<file path="src/rtl/fdma_pkg.sv">
package fdma_pkg;
  localparam int ADDR_W = 32;
  localparam int CNT_W  = 16;
  localparam int REG_W  = 16;
  localparam int EIDX_W = 16;

  localparam int OFS_TOP_HI = 0;
  localparam int OFS_TOP_LO = 1;
  localparam int OFS_BOT_HI = 2;
  localparam int OFS_BOT_LO = 3;
  localparam int OFS_NELEM  = 4;
  localparam int OFS_NFRAME = 5;
  localparam int OFS_EIDX   = 6;
  localparam int OFS_FIDX_HI = 7;
  localparam int OFS_FIDX_LO = 8;
  localparam int OFS_CFG    = 9;
  localparam int OFS_CTRL   = 10;

  typedef struct packed {
    logic [ADDR_W-1:0] top;
    logic [ADDR_W-1:0] bot;
    logic [CNT_W-1:0]  nelem;
    logic [CNT_W-1:0]  nframe;
    logic [EIDX_W-1:0] eidx;
    logic [ADDR_W-1:0] fidx;
    logic [1:0]        dtype;
    logic              dbl;
    logic              rpt;
  } chan_set_t;

  function automatic logic [2:0] elem_bytes(input logic [1:0] dt);
    case (dt)
      2'd0:    elem_bytes = 3'd1;
      2'd1:    elem_bytes = 3'd2;
      default: elem_bytes = 3'd4;
    endcase
  endfunction
endpackage

</file>
<file path="src/rtl/fdma_rst_sync.sv">
module fdma_rst_sync #(
  parameter int STAGES = 2
) (
  input  logic clk,
  input  logic rst_n,
  output logic rst_sync_n
);
  logic [STAGES-1:0] sync_q;

  generate
    for (genvar i = 0; i < STAGES; i++) begin : g_stage
      always_ff @(posedge clk or negedge rst_n) begin
        if (!rst_n) sync_q[i] <= 1'b0;
        else if (i == 0) sync_q[i] <= 1'b1;
        else sync_q[i] <= sync_q[(i == 0) ? 0 : i-1];
      end
    end
  endgenerate

  assign rst_sync_n = sync_q[STAGES-1];
endmodule

</file>
<file path="src/rtl/fdma_step.sv">
module fdma_step #(
  parameter int AW  = 32,
  parameter int EIW = 16
) (
  input  logic [AW-1:0]  cur_i,
  input  logic [2:0]     es_i,
  input  logic [EIW-1:0] eidx_i,
  input  logic [AW-1:0]  fidx_i,
  input  logic           dbl_i,
  input  logic           wrap_i,
  output logic [AW-1:0]  nxt_o
);
  logic [AW-1:0] es_w;
  logic [AW-1:0] ei_w;
  logic [AW-1:0] idx_w;

  always_comb begin
    es_w  = {{(AW-3){1'b0}}, es_i};
    ei_w  = {{(AW-EIW){eidx_i[EIW-1]}}, eidx_i};
    idx_w = wrap_i ? fidx_i : ei_w;
    if (dbl_i) nxt_o = cur_i + es_w + idx_w - {{(AW-1){1'b0}}, 1'b1};
    else       nxt_o = cur_i + es_w;
  end
endmodule

</file>
<file path="src/rtl/fdma_regs.sv">
module fdma_regs
  import fdma_pkg::*;
#(
  parameter int REG_AW = 4
) (
  input  logic              clk,
  input  logic              rst_n,
  input  logic              we_i,
  input  logic [REG_AW-1:0] addr_i,
  input  logic [REG_W-1:0]  wdata_i,
  output logic [REG_W-1:0]  rdata_o,
  input  logic              start_i,
  input  logic              blk_end_i,
  input  logic              busy_i,
  output chan_set_t         act_o,
  output logic [ADDR_W-1:0] top_next_o,
  output logic              en_o,
  output logic              armed_o,
  output logic              irq_o
);
  chan_set_t prog_q, prog_d;
  chan_set_t act_q, act_d;
  logic en_q, en_d, irqen_q, irqen_d, done_q, done_d;
  logic pend_q, pend_d, armed_q, armed_d;
  logic ctrl_wr, endprog_wr, copy, use_prog;

  always_comb begin
    prog_d = prog_q;
    if (we_i) begin
      case (int'(addr_i))
        OFS_TOP_HI:  prog_d.top[31:16]  = wdata_i;
        OFS_TOP_LO:  prog_d.top[15:0]   = wdata_i;
        OFS_BOT_HI:  prog_d.bot[31:16]  = wdata_i;
        OFS_BOT_LO:  prog_d.bot[15:0]   = wdata_i;
        OFS_NELEM:   prog_d.nelem       = wdata_i;
        OFS_NFRAME:  prog_d.nframe      = wdata_i;
        OFS_EIDX:    prog_d.eidx        = wdata_i;
        OFS_FIDX_HI: prog_d.fidx[31:16] = wdata_i;
        OFS_FIDX_LO: prog_d.fidx[15:0]  = wdata_i;
        OFS_CFG: begin
          prog_d.dtype = wdata_i[1:0];
          prog_d.dbl   = wdata_i[2];
          prog_d.rpt   = wdata_i[3];
        end
        default: ;
      endcase
    end
  end

  always_comb begin
    ctrl_wr    = we_i && (int'(addr_i) == OFS_CTRL);
    endprog_wr = ctrl_wr && wdata_i[4];
    en_d       = ctrl_wr ? wdata_i[0] : en_q;
    irqen_d    = ctrl_wr ? wdata_i[1] : irqen_q;
    done_d     = done_q;
    if (ctrl_wr && wdata_i[3]) done_d = 1'b0;
    if (blk_end_i)             done_d = 1'b1;
    use_prog   = pend_q || endprog_wr;
    copy       = (endprog_wr && (!busy_i || start_i)) || (start_i && pend_q);
    act_d      = copy ? prog_q : act_q;
    pend_d     = pend_q;
    if (start_i) pend_d = 1'b0;
    if (endprog_wr && busy_i && !start_i) pend_d = 1'b1;
    armed_d    = armed_q;
    if (blk_end_i && !act_q.rpt) armed_d = 1'b0;
    if (endprog_wr)              armed_d = 1'b1;
  end

  always_ff @(posedge clk or negedge rst_n) begin
    if (!rst_n) begin
      prog_q  <= '0;
      act_q   <= '0;
      en_q    <= 1'b0;
      irqen_q <= 1'b0;
      done_q  <= 1'b0;
      pend_q  <= 1'b0;
      armed_q <= 1'b0;
    end else begin
      prog_q  <= prog_d;
      act_q   <= act_d;
      en_q    <= en_d;
      irqen_q <= irqen_d;
      done_q  <= done_d;
      pend_q  <= pend_d;
      armed_q <= armed_d;
    end
  end

  always_comb begin
    case (int'(addr_i))
      OFS_TOP_HI:  rdata_o = prog_q.top[31:16];
      OFS_TOP_LO:  rdata_o = prog_q.top[15:0];
      OFS_BOT_HI:  rdata_o = prog_q.bot[31:16];
      OFS_BOT_LO:  rdata_o = prog_q.bot[15:0];
      OFS_NELEM:   rdata_o = prog_q.nelem;
      OFS_NFRAME:  rdata_o = prog_q.nframe;
      OFS_EIDX:    rdata_o = prog_q.eidx;
      OFS_FIDX_HI: rdata_o = prog_q.fidx[31:16];
      OFS_FIDX_LO: rdata_o = prog_q.fidx[15:0];
      OFS_CFG:     rdata_o = {12'd0, prog_q.rpt, prog_q.dbl, prog_q.dtype};
      OFS_CTRL:    rdata_o = {11'd0, pend_q, done_q, 1'b0, irqen_q, en_q};
      default:     rdata_o = '0;
    endcase
  end

  assign act_o      = act_q;
  assign top_next_o = use_prog ? prog_q.top : act_q.top;
  assign en_o       = en_q;
  assign armed_o    = armed_q;
  assign irq_o      = done_q && irqen_q;

  AST_ACT_FROZEN: assert property (@(posedge clk) disable iff (!rst_n)
    busy_i && !start_i |=> $stable(act_q));
  AST_DONE_SOURCE: assert property (@(posedge clk) disable iff (!rst_n)
    $rose(done_q) |-> $past(blk_end_i));
  AST_IRQ_CLEARED: assert property (@(posedge clk) disable iff (!rst_n)
    ctrl_wr && wdata_i[3] && !blk_end_i |=> !irq_o);
endmodule

</file>
<file path="src/rtl/fdma_walker.sv">
module fdma_walker
  import fdma_pkg::*;
(
  input  logic              clk,
  input  logic              rst_n,
  input  logic              en_i,
  input  logic              armed_i,
  input  chan_set_t         act_i,
  input  logic [ADDR_W-1:0] top_next_i,
  input  logic              mem_ack_i,
  output logic              mem_req_o,
  output logic [ADDR_W-1:0] mem_addr_o,
  output logic              start_o,
  output logic              blk_end_o,
  output logic              busy_o
);
  logic              run_q, run_d;
  logic [ADDR_W-1:0] addr_q, addr_d, step_addr, es_ext;
  logic [CNT_W-1:0]  ecnt_q, ecnt_d, fcnt_q, fcnt_d;
  logic [2:0]        es;
  logic              fire, last_elem, last_frame, blk_last, launch, restart, start;

  always_comb begin
    es         = elem_bytes(act_i.dtype);
    es_ext     = {{(ADDR_W-3){1'b0}}, es};
    fire       = run_q && mem_ack_i;
    last_elem  = ecnt_q >= act_i.nelem;
    last_frame = fcnt_q >= act_i.nframe;
    blk_last   = act_i.dbl ? (last_elem && last_frame) : (addr_q == act_i.bot);
    launch     = !run_q && en_i && armed_i;
    restart    = fire && blk_last && act_i.rpt && en_i;
    start      = launch || restart;
  end

  fdma_step #(.AW(ADDR_W), .EIW(EIDX_W)) u_step (
    .cur_i  (addr_q),
    .es_i   (es),
    .eidx_i (act_i.eidx),
    .fidx_i (act_i.fidx),
    .dbl_i  (act_i.dbl),
    .wrap_i (last_elem),
    .nxt_o  (step_addr)
  );

  always_comb begin
    run_d  = run_q;
    addr_d = addr_q;
    ecnt_d = ecnt_q;
    fcnt_d = fcnt_q;
    if (start) begin
      run_d  = 1'b1;
      addr_d = top_next_i;
      ecnt_d = {{(CNT_W-1){1'b0}}, 1'b1};
      fcnt_d = {{(CNT_W-1){1'b0}}, 1'b1};
    end else if (fire) begin
      if (blk_last || !en_i) begin
        run_d = 1'b0;
      end else begin
        addr_d = step_addr;
        if (act_i.dbl) begin
          if (last_elem) begin
            ecnt_d = {{(CNT_W-1){1'b0}}, 1'b1};
            fcnt_d = fcnt_q + 1'b1;
          end else begin
            ecnt_d = ecnt_q + 1'b1;
          end
        end
      end
    end
  end

  always_ff @(posedge clk or negedge rst_n) begin
    if (!rst_n) begin
      run_q  <= 1'b0;
      addr_q <= '0;
      ecnt_q <= '0;
      fcnt_q <= '0;
    end else begin
      run_q  <= run_d;
      if (start || fire) begin
        addr_q <= addr_d;
        ecnt_q <= ecnt_d;
        fcnt_q <= fcnt_d;
      end
    end
  end

  assign mem_req_o  = run_q;
  assign mem_addr_o = addr_q;
  assign start_o    = start;
  assign blk_end_o  = fire && blk_last;
  assign busy_o     = run_q;

  AST_REQ_HOLD: assert property (@(posedge clk) disable iff (!rst_n)
    mem_req_o && !mem_ack_i |=> mem_req_o && $stable(mem_addr_o));
  AST_QUIET_WHEN_OFF: assert property (@(posedge clk) disable iff (!rst_n)
    !en_i && !mem_req_o |=> !mem_req_o);
  AST_LINEAR_STEP: assert property (@(posedge clk) disable iff (!rst_n)
    fire && !act_i.dbl && !blk_last && en_i |=>
      mem_addr_o == $past(mem_addr_o) + $past(es_ext));
  AST_ECNT_RANGE: assert property (@(posedge clk) disable iff (!rst_n)
    run_q && act_i.dbl && act_i.nelem != '0 |-> ecnt_q <= act_i.nelem);
endmodule

</file>
<file path="src/rtl/frame_dma_agen.sv">
module frame_dma_agen
  import fdma_pkg::*;
#(
  parameter int REG_AW      = 4,
  parameter int SYNC_STAGES = 2
) (
  input  logic              clk,
  input  logic              rst_n,
  input  logic              reg_we,
  input  logic [REG_AW-1:0] reg_addr,
  input  logic [15:0]       reg_wdata,
  output logic [15:0]       reg_rdata,
  output logic              mem_req,
  output logic [31:0]       mem_addr,
  input  logic              mem_ack,
  output logic              irq
);
  logic              rst_s_n;
  chan_set_t         act;
  logic [ADDR_W-1:0] top_next;
  logic              en, armed, start, blk_end, busy;

  fdma_rst_sync #(.STAGES(SYNC_STAGES)) u_rst (
    .clk        (clk),
    .rst_n      (rst_n),
    .rst_sync_n (rst_s_n)
  );

  fdma_regs #(.REG_AW(REG_AW)) u_regs (
    .clk        (clk),
    .rst_n      (rst_s_n),
    .we_i       (reg_we),
    .addr_i     (reg_addr),
    .wdata_i    (reg_wdata),
    .rdata_o    (reg_rdata),
    .start_i    (start),
    .blk_end_i  (blk_end),
    .busy_i     (busy),
    .act_o      (act),
    .top_next_o (top_next),
    .en_o       (en),
    .armed_o    (armed),
    .irq_o      (irq)
  );

  fdma_walker u_walk (
    .clk        (clk),
    .rst_n      (rst_s_n),
    .en_i       (en),
    .armed_i    (armed),
    .act_i      (act),
    .top_next_i (top_next),
    .mem_ack_i  (mem_ack),
    .mem_req_o  (mem_req),
    .mem_addr_o (mem_addr),
    .start_o    (start),
    .blk_end_o  (blk_end),
    .busy_o     (busy)
  );
endmodule

</file>
<file path="config.mk">
export PLATFORM = sky130hd
export DESIGN_NAME = frame_dma_agen
export DESIGN_NICKNAME = d
export VERILOG_FILES = /design/src/rtl/fdma_pkg.sv /design/src/rtl/fdma_rst_sync.sv /design/src/rtl/fdma_step.sv /design/src/rtl/fdma_regs.sv /design/src/rtl/fdma_walker.sv /design/src/rtl/frame_dma_agen.sv
export SDC_FILE = /design/constraint.sdc
export NUM_CORES = 1
export LEC_CHECK = 0
export BUFFER_PORTS_ARGS = -buffer_cell sky130_fd_sc_hd__buf_2
export CELL_PAD_IN_SITES_DETAIL_PLACEMENT = 0
export CELL_PAD_IN_SITES_GLOBAL_PLACEMENT = 2
export CORE_ASPECT_RATIO = 0.8
export CORE_MARGIN = 5
export CORE_UTILIZATION = 40
export DETAILED_ROUTE_END_ITERATION = 8
export HOLD_SLACK_MARGIN = 0.15
export PLACE_DENSITY_LB_ADDON = 0.1
export SYNTH_ARGS = -nofsm -noshare
export SYNTH_HDL_FRONTEND = slang
export SYNTH_SLANG_ARGS = --single-unit
</file>
<file path="constraint.sdc">
create_clock -name clk -period 12.4 [get_ports clk]
set_input_delay 2.48 -clock clk [delete_from_list [all_inputs] [get_ports clk]]
set_output_delay 2.48 -clock clk [all_outputs]
set_load 0.1 [all_outputs]
</file>
==> results of run 1 <==
-- worst max-delay path by stage --
| stage | startpoint | to | slack (ns) |
|---|---|---|---|
| global placement | reg_addr[3] | reg_rdata[7] | 5.56 |
| finish | reg_addr[3] | reg_rdata[7] | 5.43 |
| floorplan | u_rst.rst_sync_n$_DFF_PN0_ | u_regs.act_o[0]$_DFFE_PN0P_ | 1.38 |
| detailed placement | reg_addr[3] | reg_rdata[7] | 5.51 |
| CTS | reg_addr[3] | reg_rdata[7] | 5.50 |
| global route | reg_addr[3] | reg_rdata[7] | 5.36 |
-- sequential cells by signal (all words and copies together), names as in the netlist --
register	cells
u_regs.act_o	148
u_regs.prog_q	148
u_walk.mem_addr_o	32
u_walk.ecnt_q	16
u_walk.fcnt_q	16
u_regs.armed_o	1
u_regs.done_q	1
u_regs.en_o	1
u_regs.irqen_q	1
u_regs.pend_q	1
u_rst.rst_sync_n	1
u_rst.sync_q	1
u_walk.busy_o	1
-- cells in the final DEF (no fill, tap or decap), types with 15 or more instances in the layout --
cell	instances
nor2b_1	17
o31ai_1	19
inv_1	113
a22oi_1	22
buf_4	22
clkbuf_16	43
nand2b_1	19
a21o_1	22
nand2_1	73
nor3_1	16
a21oi_1	98
xor2_1	58
nor2_1	68
a221oi_1	29
nand3_1	41
o21ai_0	25
ha_1	98
and3_1	18
a222oi_1	15
dfrtp_1	366
mux2_4	120
mux2i_1	48
mux2_2	186
xnor2_1	28
buf_2	73
nand4_1	23
-- layer usage --
layer	GRT usage, %	up-vias
met3	4.46	93
met5	0	-
met1	38.1	7767
li1	-	6749
met4	5.42	6
met2	34.2	443
-- per-stage QoR --
step           instance area, µm²  cells  hold WS (ns)  worst slack, ns  power (mW)
2_1_floorplan               20700   1801         0.331             1.38        4.31
3_3_place_gp                21800   2493         0.346             5.56        5.30
3_5_place_dp                21800   2493         0.337             5.51        5.31
4_1_cts                     23200   2570         0.364             5.50        6.60
5_1_grt                     23200   2570         0.370             5.36        7.03
6_report                    23200   2570         0.358             5.43        6.61
-- power groups by stage --
stage / logic, mW / registers (mW) / clock network [mW]
finish: 3.43 / 1.91 / 1.26
global route: 3.74 / 1.95 / 1.34
CTS: 3.41 / 1.91 / 1.29
detailed placement: 3.38 / 1.93 / 0
global placement: 3.38 / 1.93 / 0
floorplan: 2.24 / 2.07 / 0
-- cell families after synthesis --
| logic type | count (synthesis) |
|---|---|
| compound gates | 347 |
| xor+xnor | 86 |
| fa+ha+maj | 100 |
| buf+inv | 202 |
| flops | 368 |
| mux | 354 |
| other cells | 1 |
| simple gates | 343 |
-- worst reg2reg max path, delay by kind of cell, from the launching register on --
family                     cells  cell delay, ns
AOI/OAI and AO/OA              8            2.53
and+or+nand+nor                5            1.58
adders and majority gates      3            1.03
DFF                            1            0.44
buffers and inverters          3            0.36
xor gates and xnor gates       1            0.24
muxes                          1            0.20
-- layout make-up --
class / count / area, µm² / area share [%]
multi-input combinational: 1231 / 10700 / 46.3
tap: 684 / 856 / 3.69
timing repair buffer: 97 / 571 / 2.46
clock inverter: 15 / 160 / 0.691
inverter: 113 / 424 / 1.83
clock buffer: 62 / 1230 / 5.29
sequential: 368 / 9210 / 39.7
==> flow_summary.yaml, run 1 <==
grt:
  antenna_found_initial: 4
  grt_usage_pct: 24.1
  grt_max_degree: 176
  globalRouteOverflowTotal: 0
  grt_pass1_wl_um: 103000
  grt_pass1_vias: 14800
outcome:
  status: "completed"
synthesis:
  yosys_warnings: 0
  syn_inst: 1801
  synth_compound_area_share_pct: 12.0
  yosys-mux-area-fraction_pct: 21.1
  syn_nets: 1925
  synth.area.top_cells: "dfrtp_1, mux2_2, mux2_4, ha_1, xor2_1"
  synth_top_area_share_pct: 44.4
  ys_seq_area_share_pct: 44.4
  synth_area_um2: 20700
  synth-async-reset-ratio_pct: 100
  yosysMostFrequentCell: "dfrtp_1"
  synth_xor_area_share_pct: 3.63
  synth_flop_cell: "dfrtp_1"
  synthSimpleGateAreaFrac_pct: 8.56
  synthAdderAreaFrac_pct: 6.10
  synth_cell_types: 74
  synth_top_area_cell: "dfrtp_1"
  synth_edf_count: 0
  avgSynthCellArea_um2: 11.5
  netlist_top_cells_count: "dfrtp_1, mux2_2, mux2_4, inv_1, a21oi_1"
  synth_top_family_by_area: "multiplexers"
  synth-seq-cells: 368
run:
  maxCapViolations: 0
sta:
  fmax_ghz: 0.143
  slew_headroom_pct: 20.7
  finalSetupTns_ns: 0
  hold_viol_final: 0
  clock_skew_ns: 0.0284
  setup_violations: 0
  min_period_ns: 6.97
  worstMarginPinSlew_ns: 1.19
  slew_violations: 0
  period_share_pct: 56.2
  rsz0062_at_grt: "false"
detailed_routing:
  vias: 15100
  routed_wirelength_um: 69100
  wl_met3_um: 4320
  avgViaCountPerCell: 5.86
  met1_length_um: 34800
  drc: 0
  drt_iter0_drc: 1407
  routed.top_layer: "met5"
  wl_met2_um: 28400
  wire_per_inst_um: 26.9
  ant_nets: 0
  drt_first_pass_iters: 6
die:
  ios: 74
  die_area_um2: 56500
  start_util_pct: 40.5
  rows: 74
  fp.dieW_um: 265
  fp.coreArea_um2: 51200
  die_h_um: 214
placement:
  place_congestion: 0.855
  hpwl_um: 50700
  portBuffers: 73
setup_path:
  path_cells: "buf_2, nand2b_1, nor2_1, buf_4, a22o_1, a221oi_1, nand3_1, buf_2"
  r2r_start: "u_walk.ecnt_q[0]$_DFFE_PN0P_"
  crit_fanout: 16
  critPathMaxStageDelay_ns: 0.45
  endpoint_kind: "output pin"
  crit_buf_inv: 3
  cp_common_cell: "buf_2"
  path_delay_family: "buffers and inverters"
  worstSetupPathDepth: 8
  r2r-end: "u_walk.mem_addr_o[31]$_DFFE_PN0P_"
  crit_type: "input pin to output pin"
  r2r_slack_ns: 5.91
  start_kind: "input pin"
  slowest_stage: "a221oi_1"
  arrival_ns: 4.49
  required_ns: 9.92
  reg2reg_depth: 21
clock_network:
  cts_hold_buffers: 0
  cts_buffer_depth: 3
  htree_levels: 2
  cts_made_buffers: 42
  ctsResizeCount: 0
  clock_latency_ns: 0.57
  clkSlewWorstSetupHoldPaths_ns: 0.07
  cts-root-buf: "clkbuf_16"
  cts_sinks: 368
  post-cts-setup-buffers: 0
  cts_tree: "yes"
final_layout:
  antenna_cells: 0
  layout-drive-gt1-share_pct: 26.1
  area_growth_pct: 11.8
  fin_nets: 1977
  post-route-util_pct: 45.3
  fillers: 4782
pwr:
  pwr-share-clk_pct: 19.1
  power.internal_mw: 3.53
  powerDensity_nw_per_um2: 285
  swShare_pct: 46.5
  seq_power_share_pct: 29.0
  vdd_drop_max_v: 0.000141
  p_comb_share_pct: 51.9
  switchingPower_mw: 3.07
  p_leak_nw: 10.6
min_path:
  whs_path_depth: 0
  hold_path.class: "register to register"
  hold_end: "u_rst.rst_sync_n$_DFF_PN0_"
  hp-start: "u_rst.sync_q[0]$_DFF_PN0_"
Power figures use the tool's default switching activity.
==> run 2, diff against run 1 <==
ABC_AREA = 1   (was default)
CORE_UTILIZATION = 37   (was 40)
clock period = 7.17 ns   (was 12.4 ns; I/O delays follow)
==> run 2 against run 1 <==
Sequential share of layout area shrank 1.2 points. Register-to-register slack lost 3.9 ns. Cell count increased by 43%. Global-route usage increased by 3.2 points. Largest cell class unchanged. Worst hold slack worse by 0.0048 ns. Synthesized area grew 3.2%. Flip-flop and latch count did not move. Clock skew down 0.0050 ns. Die area grew 11%. Design area up 3.0%. Synthesized cell count rose by 58%.
==> flow_summary.yaml, run 2 <==
outcome:
  status: "completed"
grt:
  grt_pass1_vias: 18700
  antenna_found_initial: 1
  grt_pass1_wl_um: 128000
  globalRouteOverflowTotal: 0
  grt_usage_pct: 27.3
  grt_max_degree: 149
clock_network:
  clock_latency_ns: 0.58
  htree_levels: 2
  ctsResizeCount: 0
  clkSlewWorstSetupHoldPaths_ns: 0.07
  cts_sinks: 368
  cts_hold_buffers: 0
  cts-root-buf: "clkbuf_16"
  cts_made_buffers: 43
  cts_buffer_depth: 3
  cts_tree: "yes"
  post-cts-setup-buffers: 0
die:
  fp.coreArea_um2: 57000
  fp.dieW_um: 279
  start_util_pct: 37.5
  ios: 74
  die_area_um2: 62800
  rows: 78
  die_h_um: 225
setup_path:
  critPathMaxStageDelay_ns: 0.54
  required_ns: 7.66
  endpoint_kind: "register"
  slowest_stage: "xor2_1"
  crit_type: "register to register"
  arrival_ns: 5.61
  start_kind: "register"
  path_cells: "nor2_1, ha_1, fa_1, nand2_1, a21oi_1, inv_1, nor2_1, xor2_1, inv_1, ha_1, inv_1, ha_1, nand2_1, nor2_1, inv_1, nor3_1, a21oi_1, or2_2, nand3_1, nand2_1, o21ai_0, nand2_1, o21ai_0"
  crit_fanout: 4
detailed_routing:
  ant_nets: 0
  drc: 0
  avgViaCountPerCell: 5.45
  routed_wirelength_um: 87700
  vias: 20000
  wire_per_inst_um: 23.9
  drt_first_pass_iters: 6
  drt_iter0_drc: 2169
synthesis:
  ys_seq_area_share_pct: 43.0
  syn_nets: 2970
  synth_compound_area_share_pct: 10.3
  synthSimpleGateAreaFrac_pct: 28.4
  yosys-mux-area-fraction_pct: 1.49
  syn_inst: 2846
  synth.area.top_cells: "dfrtp_1, nand2_1, nand3_1, ha_1, o21ai_0"
  yosysMostFrequentCell: "nand2_1"
  synth_top_area_cell: "dfrtp_1"
  synth_cell_types: 42
  synthAdderAreaFrac_pct: 5.92
  avgSynthCellArea_um2: 7.52
  yosys_warnings: 0
  netlist_top_cells_count: "nand2_1, dfrtp_1, inv_1, nand3_1, o21ai_0"
  synth_top_family_by_area: "simple AND/OR/NAND/NOR gates"
  synth_top_area_share_pct: 43.0
  synth_xor_area_share_pct: 3.27
  synth_area_um2: 21400
  synth_edf_count: 0
  synth-seq-cells: 368
  synth_flop_cell: "dfrtp_1"
  synth-async-reset-ratio_pct: 100
final_layout:
  layout-drive-gt1-share_pct: 7.33
  multi_input_area_um2: 10600
  final_common_cell: "nand2_1"
  area.sequential_um2: 9210
  antenna_cells: 0
  fin_nets: 2993
  final_cell_mix: "nand2_1, dfrtp_1, inv_1, nand3_1, o21ai_0"
  fillers: 6072
  area_growth_pct: 11.7
sta:
  slew_headroom_pct: 17.4
  min_period_ns: 5.12
  setup_violations: 0
  rsz0062_at_grt: "false"
  worstMarginPinSlew_ns: 1.24
  fmax_ghz: 0.195
  slew_violations: 0
  hold_viol_final: 0
  finalSetupTns_ns: 0
  period_share_pct: 71.5
  clock_skew_ns: 0.0234
placement:
  hpwl_um: 65900
  portBuffers: 73
  place_congestion: 0.936
min_path:
  hold_path.class: "register to register"
run:
  maxCapViolations: 0
-- run 2: area by class of cell --
class / count / share of cell area [%]
sequential: 368 / 38.6
timing repair buffer: 107 / 2.81
clock buffer: 61 / 5.20
inverter: 278 / 4.37
multi-input combinational: 2071 / 44.3
clock inverter: 19 / 0.806
tap: 760 / 3.98
-- run 2: critical path, delay by kind of cell (launching register included) --
| kind | cells | cell delay, ns |
|---|---|---|
| simple gates | 10 | 1.65 |
| fa+ha+maj | 4 | 1.22 |
| compound gates | 4 | 0.79 |
| xor+xnor | 1 | 0.54 |
| flops | 1 | 0.46 |
| buf+inv | 4 | 0.36 |
-- run 2: kinds of logic after synthesis --
| family | Yosys count |
|---|---|
| XOR/XNOR | 80 |
| other | 1 |
| adder cells (fa/ha/maj) | 100 |
| AND/OR/NAND/NOR | 1476 |
| buffers and inverters | 407 |
| multiplexers | 31 |
| AO/OA/AOI/OAI | 383 |
| flip-flops | 368 |
-- run 2: worst paths after layout --
path / endpoint / slack [ns] / cells after the start / from
max reg2reg: u_walk.mem_addr_o[16]$_DFFE_PN0P_ / 2.05 / 23 / u_regs.act_o[3]$_DFFE_PN0P_
min in group asynchronous: u_regs.act_o[15]$_DFFE_PN0P_ / 0.47 / 0 / u_rst.rst_sync_n$_DFF_PN0_
max: u_walk.mem_addr_o[16]$_DFFE_PN0P_ / 2.05 / 23 / u_regs.act_o[3]$_DFFE_PN0P_
min reg2reg: u_rst.rst_sync_n$_DFF_PN0_ / 0.35 / 0 / u_rst.sync_q[0]$_DFF_PN0_
max in group asynchronous: u_regs.prog_q[83]$_DFFE_PN0P_ / 5.31 / 1 / u_rst.rst_sync_n$_DFF_PN0_
min: u_rst.rst_sync_n$_DFF_PN0_ / 0.35 / 0 / u_rst.sync_q[0]$_DFF_PN0_
-- run 2: routing by layer --
metal / vias up / global-route usage, % / routed length (µm)
met4: 2 / 5.36 / 1660
met2: 744 / 37.4 / 34800
met3: 93 / 7.14 / 7910
met5: - / 0 / 13
met1: 9795 / 43.0 / 43400
li1: 9338 / - / -
-- run 2: through the flow --
step                hold WS, ns  instances  cell area [µm²]  worst slack [ns]  util [%]
floorplan                 0.331       2846            21400              1.16         -
global route              0.368       3664            23900              1.80      41.9
CTS                       0.356       3664            23900              2.18      41.9
global placement          0.340       3584            22500              2.26      39.4
finish                    0.353       3664            23900              2.05      41.9
detailed placement        0.340       3584            22500              2.21      39.4
Power of run 2 is left out: the tool's default activity adds up to more than one toggle a clock period on the data nets, which glitch-free logic cannot reach.
==> run 3, diff against run 2 <==
clock period = 5.1 ns   (was 7.17 ns; I/O delays follow)
==> run 3 against run 2 <==
Global-route usage shrank 1.1 points. Worst hold slack lost 0.13 ns. Die area did not move. Largest cell class unchanged.
==> flow_summary.yaml, run 3 (synthesis results as in run 2) <==
outcome:
  status: "completed"
pwr:
  pwr-share-clk_pct: 16.4
  powerDensity_nw_per_um2: 831
  seq_power_share_pct: 22.5
  power.internal_mw: 9.37
  vdd_drop_max_v: 0.000586
  swShare_pct: 53.4
  p_comb_share_pct: 61.1
  p_leak_nw: 12.3
  switchingPower_mw: 10.7
setup_path:
  crit_fanout: 7
  start_kind: "register"
  crit_type: "register to register"
  endpoint_kind: "register"
  arrival_ns: 5.33
  required_ns: 5.56
final_layout:
  final_cell_mix: "nand2_1, dfrtp_1, inv_1, nand3_1, o21ai_0"
  antenna_cells: 0
  area_growth_pct: 13.1
  fin_nets: 3010
  finalInstanceArea_um2: 24200
  post-route-util_pct: 42.5
  finalNonFillerCells: 3678
  final_common_cell: "nand2_1"
  layout-drive-gt1-share_pct: 7.92
sta:
  period_share_pct: 95.6
  finalSetupTns_ns: 0
  slew_violations: 0
  hold_viol_final: 0
  setup_violations: 0
  rsz0062_at_grt: "false"
  min_period_ns: 4.87
  fmax_ghz: 0.205
  clock_skew_ns: 0.0186
  worstMarginPinSlew_ns: 1.12
  slew_headroom_pct: 25.2
clock_network:
  clkSlewWorstSetupHoldPaths_ns: 0.07
  clock_latency_ns: 0.57
  cts_hold_buffers: 0
  cts-root-buf: "clkbuf_16"
  cts_sinks: 368
  cts_tree: "yes"
  cts_made_buffers: 42
  cts_buffer_depth: 3
  htree_levels: 2
placement:
  hpwl_um: 62700
  place_inst: 3602
  portBuffers: 73
  place_congestion: 0.959
  place_area_um2: 22700
run:
  maxCapViolations: 0
detailed_routing:
  avgViaCountPerCell: 5.40
  vias: 19900
  routed_wirelength_um: 84100
  drc: 0
  wire_per_inst_um: 22.9
  drt_first_pass_iters: 5
  ant_nets: 0
  drt_iter0_drc: 1929
grt:
  globalRouteOverflowTotal: 0
  antenna_found_initial: 2
  grt_pass1_vias: 18500
  grt_usage_pct: 26.2
  grt_max_degree: 149
  grt_pass1_wl_um: 124000
die:
  ios: 74
  die_area_um2: 62800
  fp.dieW_um: 279
  fp.coreArea_um2: 57000
  rows: 78
  die_h_um: 225
  start_util_pct: 37.5
min_path:
  hold_path.class: "input pin to asynchronous set/reset pin"
-- run 3: through the flow --
step / setup WS (ns) / hold WS (ns) / power [mW]
3_3_place_gp: 0.351 / 0.336 / 16.6
2_1_floorplan: 0.897 / 0.331 / 12.6
4_1_cts: 0.323 / 0.183 / 20.0
5_1_grt: 0.0662 / 0.199 / 21.6
6_report: 0.225 / 0.220 / 20.1
3_5_place_dp: 0.337 / 0.336 / 16.6
-- run 3: final timing paths --
path                            slack, ns                              from  cells past startpoint                                end
worst max-delay path                 0.23  u_walk.mem_addr_o[8]$_DFFE_PN0P_                     21  u_walk.mem_addr_o[31]$_DFFE_PN0P_
worst min-delay path                 0.22                             rst_n                      1         u_rst.rst_sync_n$_DFF_PN0_
worst max register to register       0.23  u_walk.mem_addr_o[8]$_DFFE_PN0P_                     21  u_walk.mem_addr_o[31]$_DFFE_PN0P_
worst min register to register       0.33        u_rst.rst_sync_n$_DFF_PN0_                      0      u_regs.act_o[139]$_DFFE_PN0P_
max in group asynchronous            3.63        u_rst.rst_sync_n$_DFF_PN0_                      1       u_regs.act_o[52]$_DFFE_PN0P_
min in group clk                     0.35         u_rst.sync_q[0]$_DFF_PN0_                      0         u_rst.rst_sync_n$_DFF_PN0_
-- run 3: power groups by stage --
stage / registers [mW] / clock network [mW] / logic (mW)
floorplan: 5.15 / 0 / 7.45
global placement: 4.54 / 0 / 12.0
finish: 4.52 / 3.30 / 12.3
CTS: 4.51 / 3.37 / 12.1
global route: 4.61 / 3.47 / 13.5
detailed placement: 4.55 / 0 / 12.0
-- run 3: what timing repair did --
item / 4_1_cts / 5_1_grt
setup endpoints to repair: 0 / 2
resized for setup: 0 / 1
setup buffers: 0 / 0
-- run 3: final cells by class --
| class | count | area [µm²] |
|---|---|---|
| fill | 5982 | 32800 |
| multi-input combinational | 2071 | 10600 |
| sequential | 368 | 9210 |
| clock buffer | 57 | 1240 |
| inverter | 278 | 1040 |
| tap | 760 | 951 |
| timing repair buffer | 125 | 931 |
| clock inverter | 19 | 235 |
-- run 3: critical path: stages (launching register included) --
cell and delay, ns:
dfrtp_1 0.62, nand2_1 0.14, nor3_1 0.41, nand4_1 0.21
o22ai_1 0.49, nand3b_1 0.13, nand2_1 0.10, inv_1 0.16
ha_1 0.33, inv_1 0.04, ha_1 0.36, a21oi_1 0.26
o21ai_0 0.20, a21oi_1 0.24, o21ai_0 0.13, a21oi_1 0.39
buf_4 0.21, nand3_1 0.07, nand3_1 0.08, nand2_1 0.06
nand2_1 0.06, nand2_1 0.04
-- run 3: routing by layer --
layer	up-vias	track usage, %	part of all wire, %
li1	9375	-	-
met1	9741	41.5	50
met2	660	37.2	41
met3	75	4.83	7.6
met4	0	4.80	1.7
met5	-	0	0
